--- src/rtl/dmd_pkg.sv ---
package dmd_pkg;

    localparam int SWAL_W     = 6;
    localparam int MAIN_W     = 8;
    localparam int WORD_W     = SWAL_W + MAIN_W;
    localparam int NIB_W      = 4;
    localparam int FRAG_N     = (WORD_W + NIB_W - 1) / NIB_W;
    localparam int SEL_W      = $clog2(FRAG_N);
    localparam int PRE_MOD    = 40;
    localparam int BASE_NORM  = 40;
    localparam int BASE_SHIFT = BASE_NORM + 128;
    localparam int CNT_W      = $clog2(BASE_SHIFT + (1 << MAIN_W));
    localparam int SWAL_LIMIT = PRE_MOD - 1;

    typedef struct packed {
        logic [MAIN_W-1:0] main;
        logic [SWAL_W-1:0] swal;
    } div_word_t;

    typedef struct packed {
        logic [CNT_W-1:0]  cycles;
        logic [SWAL_W-1:0] swal;
    } div_load_t;

    function automatic div_load_t make_load(div_word_t w, logic shifted);
        div_load_t r;
        r.cycles = CNT_W'(w.main) + (shifted ? CNT_W'(BASE_SHIFT) : CNT_W'(BASE_NORM));
        r.swal   = (w.swal > SWAL_W'(SWAL_LIMIT)) ? SWAL_W'(SWAL_LIMIT) : w.swal;
        return r;
    endfunction

endpackage

--- src/rtl/dmd_frag_seq.sv ---
module dmd_frag_seq
    import dmd_pkg::*;
#(
    parameter int SLOT_CYCLES = 64
) (
    input  logic             clk,
    input  logic             rst,
    input  logic             freeze,
    output logic [SEL_W-1:0] sel,
    output logic             take
);
    localparam int SLOT_W = (SLOT_CYCLES > 2) ? $clog2(SLOT_CYCLES) : 1;

    logic [SLOT_W-1:0] slot_q;

    assign take = !freeze && (slot_q == SLOT_W'(SLOT_CYCLES - 1));

    always_ff @(posedge clk) begin
        if (rst) begin
            slot_q <= '0;
            sel    <= '0;
        end else if (!freeze) begin
            if (take) begin
                slot_q <= '0;
                if (sel == SEL_W'(FRAG_N - 1)) begin
                    sel <= '0;
                end else begin
                    sel <= sel + 1'b1;
                end
            end else begin
                slot_q <= slot_q + 1'b1;
            end
        end
    end

endmodule

--- src/rtl/dmd_word_asm.sv ---
module dmd_word_asm
    import dmd_pkg::*;
(
    input  logic             clk,
    input  logic             rst,
    input  logic             take,
    input  logic [SEL_W-1:0] sel,
    input  logic [NIB_W-1:0] data,
    input  logic             hold,
    output div_word_t        stored
);
    logic [WORD_W-1:0] asm_q;
    logic [WORD_W-1:0] asm_next;
    logic              finish;

    for (genvar f = 0; f < FRAG_N; f++) begin : g_frag
        localparam int LO = f * NIB_W;
        localparam int HI = ((LO + NIB_W) < WORD_W) ? (LO + NIB_W - 1) : (WORD_W - 1);
        localparam int FW = HI - LO + 1;
        assign asm_next[HI:LO] = (take && (sel == SEL_W'(f))) ? data[FW-1:0] : asm_q[HI:LO];
    end

    assign finish = take && (sel == SEL_W'(FRAG_N - 1));

    always_ff @(posedge clk) begin
        if (rst) begin
            asm_q  <= '0;
            stored <= '0;
        end else begin
            asm_q <= asm_next;
            if (finish && !hold) begin
                stored <= div_word_t'(asm_next);
            end
        end
    end

endmodule

--- src/rtl/dmd_swallow_core.sv ---
module dmd_swallow_core
    import dmd_pkg::*;
(
    input  logic      clk,
    input  logic      rst,
    input  logic      tick,
    input  div_word_t stored,
    input  logic      shift_n,
    output logic      mod_ctl,
    output logic      div_pulse
);
    logic [CNT_W-1:0]  main_q;
    logic [SWAL_W-1:0] swal_q;
    div_load_t         load;
    logic              at_end;

    assign load   = make_load(stored, !shift_n);
    assign at_end = tick && (main_q == CNT_W'(1));

    always_ff @(posedge clk) begin
        if (rst) begin
            main_q    <= CNT_W'(BASE_NORM);
            swal_q    <= '0;
            mod_ctl   <= 1'b0;
            div_pulse <= 1'b0;
        end else begin
            div_pulse <= 1'b0;
            if (at_end) begin
                main_q    <= load.cycles;
                swal_q    <= load.swal;
                mod_ctl   <= (load.swal != '0);
                div_pulse <= 1'b1;
            end else if (tick) begin
                main_q <= main_q - 1'b1;
                if (swal_q != '0) begin
                    swal_q  <= swal_q - 1'b1;
                    mod_ctl <= (swal_q != SWAL_W'(1));
                end
            end
        end
    end

endmodule

--- src/rtl/dmd_prog_divider.sv ---
module dmd_prog_divider
    import dmd_pkg::*;
#(
    parameter int SLOT_CYCLES = 64
) (
    input  logic             clk,
    input  logic             rst,
    input  logic             pre_tick,
    input  logic [NIB_W-1:0] frag_data,
    input  logic             shift_n,
    input  logic             hold_word,
    input  logic             freeze_mux,
    output logic [SEL_W-1:0] frag_sel,
    output logic             frag_take,
    output logic             mod_ctl,
    output logic             div_pulse
);
    div_word_t stored;

    dmd_frag_seq #(.SLOT_CYCLES(SLOT_CYCLES)) u_seq (
        .clk    (clk),
        .rst    (rst),
        .freeze (freeze_mux),
        .sel    (frag_sel),
        .take   (frag_take)
    );

    dmd_word_asm u_asm (
        .clk    (clk),
        .rst    (rst),
        .take   (frag_take),
        .sel    (frag_sel),
        .data   (frag_data),
        .hold   (hold_word),
        .stored (stored)
    );

    dmd_swallow_core u_core (
        .clk       (clk),
        .rst       (rst),
        .tick      (pre_tick),
        .stored    (stored),
        .shift_n   (shift_n),
        .mod_ctl   (mod_ctl),
        .div_pulse (div_pulse)
    );

endmodule

--- config.mk ---
export PLATFORM = sky130hd
export DESIGN_NAME = dmd_prog_divider
export DESIGN_NICKNAME = d
export VERILOG_FILES = /design/src/rtl/dmd_pkg.sv /design/src/rtl/dmd_frag_seq.sv /design/src/rtl/dmd_word_asm.sv /design/src/rtl/dmd_swallow_core.sv /design/src/rtl/dmd_prog_divider.sv
export SDC_FILE = /design/constraint.sdc
export NUM_CORES = 1
export LEC_CHECK = 0
export ABC_CLOCK_PERIOD_IN_PS = 4800
export BUFFER_PORTS_ARGS = -buffer_cell sky130_fd_sc_hd__buf_2
export CAP_MARGIN = 20
export CORE_MARGIN = 2
export CORE_UTILIZATION = 42
export CTS_CLUSTER_SIZE = 8
export DETAILED_ROUTE_END_ITERATION = 6
export GPL_TIMING_DRIVEN = 1
export HOLD_SLACK_MARGIN = 0.03
export PLACE_DENSITY = 0.56
export SLEW_MARGIN = 15
export SYNTH_ARGS = -nofsm -noshare
export SYNTH_HDL_FRONTEND = slang
export SYNTH_SLANG_ARGS = --single-unit
--- constraint.sdc ---
create_clock -name clk -period 4.8 [get_ports clk]
set_clock_uncertainty 0.1 [all_clocks]
set_input_delay 0.96 -clock clk [delete_from_list [all_inputs] [get_ports clk]]
set_output_delay 0.96 -clock clk [all_outputs]
set_load 0.1 [all_outputs]
==> impl_metrics.yaml <==
worst_setup_path:
  r2r-end: "u_asm.stored[12]"
  rr_startpoint: "u_seq.slot_q[0]"
  start_kind: "input port"
  reg2reg_depth: 5
  path_class: "input port to output port"
  crit_family: "buffers and inverters"
  arrival_ns: 2.10
  r2r_slack_ns: 2.60
  crit_fanout: 7
  end_kind: "output port"
  cpMaxStageDelayCell: "buf_2"
  required_ns: 3.74
  path_buf_inv: 3
  crit_top_cell: "buf_2"
  cp_cell_sequence: "buf_2 > and3b_1 > nand2_1 > inv_2 > buf_2"
  max_stage_delay_ns: 0.43
detailed_routing:
  wl_per_cell_um: 13.37
  wl_um: 4746
  ant_nets: 0
  drt-initial-drc-count: 173
  drt_first_pass_iters: 4
  drc_errors: 0
  num_vias: 1857
  avgViaCountPerCell: 5.231
logic_synthesis:
  synthAdderAreaFrac: 0.05503
  synth_edf_count: 0
  ys_ff_latch: 51
  synth-compound-area-share: 0.1451
  yosys-mux-area-fraction: 0.06803
  async_flop_share: 0
  ys_seq_area_frac: 0.4082
  yosysUniqueCellTypes: 53
  synth_xor_xnor_area_share: 0.02801
  synth-simple-area-share: 0.2386
  synth_top_family_by_area: "simple AND/OR/NAND/NOR gates"
  synthCells: 273
  synth_nets: 294
  synth-main-ff-cell: "dfxtp_1"
  yosysWarnings: 0
  syn_area_per_cell_um2: 9.162
  syn_area_um2: 2501
floorplanning:
  rows: 28
  die-area_um2: 6589
  chipHeight_um: 81.17
  fp.coreArea_um2: 5851
  die_w_um: 81.17
  io_pins: 15
  start_util: 0.4275
clock_network:
  clock-sinks: 51
  root_buffer: "clkbuf_8"
  cts_resized: 0
  htree_levels: 2
  cts_tree: "done"
  cts.clk_slew.worst_paths_ns: 0.09
  cts_setup_buffers: 0
  ctsHoldBuffers: 0
  clk_latency_ns: 0.30
  cts_buffers: 5
  cts_buffer_depth: 2
pwr:
  p_leak_nw: 1.038
  vdd_drop_max_mv: 0.2069
  power.density_nw_per_um2: 353.5
min_path:
  hold_end: "u_seq.slot_q[1]"
  hp-class: "flop to flop"
  min-delay-start: "u_seq.slot_q[1]"
  holdPathStages: 2
global_route:
  antenna_found_initial: 0
  grt_overflow: 0
  grt_pass1_wl_um: 8148
  grt_usage: 0.1572
  grt_max_degree: 53
  grt_pass1_vias: 1701
placed_design:
  place_hpwl_um: 3255
  dp_cells: 347
  gp_congestion: 0.8256
  port_buffers: 14
run_status:
  status: "complete, no violations"
layout:
  area_growth_pct: 6.253
  diodes: 0
  final_util: 0.4542
  drive_gt1_frac: 0.1143
  n_fill_cell: 566
  instances_no_fill: 355
  final_nets: 300
timing:
  fmax_ghz: 0.3161
  finalSetupViolCount: 0
  setup-tns-final_ns: 0
  slew_violations: 0
  hold_viol_final: 0
  post-route-period-util: 0.6591
  rsz0062_at_grt: "no"
  whs_ns: 0.3885
  worstMarginPinSlew_ns: 0.9772
  relSlewSlack: 0.3485
  fin_crit_ns: 3.164
flow_run:
  maxCapViolations: 0
## cell type report
class                      count  area [um2]  area share
tap                           75       93.84     0.03531
inverter                      12       45.04     0.01695
clock buffer                   6       72.57     0.02731
multi-input combinational    195        1338      0.5033
sequential                    51        1021      0.3842
timing repair buffer          14       70.07     0.02637
clock inverter                 2       17.52    0.006591
## stage by stage
step | area [um2] | power, mW | worst slack, ns
after floorplan | 2501 | 0.6575 | 1.992
after global placement | 2567 | 0.6979 | 1.665
after detailed placement | 2567 | 0.6951 | 1.644
after CTS | 2658 | 0.9504 | 1.642
after global routing | 2658 | 0.9963 | 1.541
final | 2658 | 0.9394 | 1.636
## routing by layer
layer / part of all wire / vias to the layer above / routed length [um] / track usage
met3: 0.030 / 2 / 142 / 0.03333
met1: 0.55 / 836 / 2630 / 0.2327
met5: 0 / - / 0 / 0
met2: 0.41 / 26 / 1947 / 0.2256
li1: - / 993 / - / -
met4: 0.0055 / 0 / 26 / 0.05085
## cells in the mapped netlist (all sizes together) (4+ instances only)
master	instances	area share
dfxtp	51	0.41
nor3	8	0.018
inv	12	0.018
a31oi	7	0.018
xnor2	6	0.021
nand3	8	0.016
mux2i	17	0.068
clkbuf	7	0.011
nor2	38	0.057
ha	11	0.055
buf	8	0.029
nand2	15	0.023
nand3b	4	0.012
nand2b	4	0.010
a21oi	11	0.022
o21ai	5	0.010
a211oi	17	0.053
## tightest hold or removal path: cells and delay by family (launching register included)
| kind | cells | cell delay [ns] |
|---|---|---|
| AND/OR/NAND/NOR | 1 | 0.07 |
| AO/OA/AOI/OAI | 1 | 0.05 |
| flip-flops | 1 | 0.34 |
## placed cells by master (no fill, tap or decap), types with 3 or more instances in the layout
cell type,Yosys,final
a31oi_1,7,7
nand2b_1,4,4
nand3_1,8,8
nor3_1,7,7
o21ai_0,4,4
or3_1,3,3
buf_2,3,14
clkbuf_8,0,5
mux2i_1,17,17
inv_1,11,11
xnor2_1,6,6
ha_1,11,11
a21oi_1,11,11
nand2_1,15,15
nor2_1,38,38
a211oi_1,16,16
nand3b_1,4,4
or4b_1,3,3
dfxtp_1,51,51
## registers in the layout, summed over array words and instances (netlist names)
signal            count
u_core.main_q         9
u_seq.slot_q          6
u_core.mod_ctl        1
u_core.swal_q         6
u_core.div_pulse      1
u_seq.sel             2
u_asm.stored         14
u_asm.asm_q          12
## cell families (layout without fill, tap and decap cells)
family,Yosys count,in the layout
AND/OR/NAND/NOR,107,107
AO/OA/AOI/OAI,52,52
flip-flops,51,51
buffers and inverters,27,34
multiplexers,17,17
adder cells (fa/ha/maj),11,11
XOR/XNOR,8,8
## worst max-delay path by stage
stage                     from         to  slack [ns]  cells after the start
CTS                 freeze_mux  frag_take        1.64                      5
floorplan           freeze_mux  frag_take        1.99                      4
detailed placement  freeze_mux  frag_take        1.64                      5
global placement    freeze_mux  frag_take        1.66                      5
finish              freeze_mux  frag_take        1.64                      5
global route        freeze_mux  frag_take        1.54                      5
## power breakdown
group | internal [mW] | switching [mW]
Clock | 0.105 | 0.146
Sequential | 0.450 | 0.0309
Combinational | 0.0887 | 0.119
Total | 0.643 | 0.296
No activity file was read; power rests on OpenSTA's default activity.
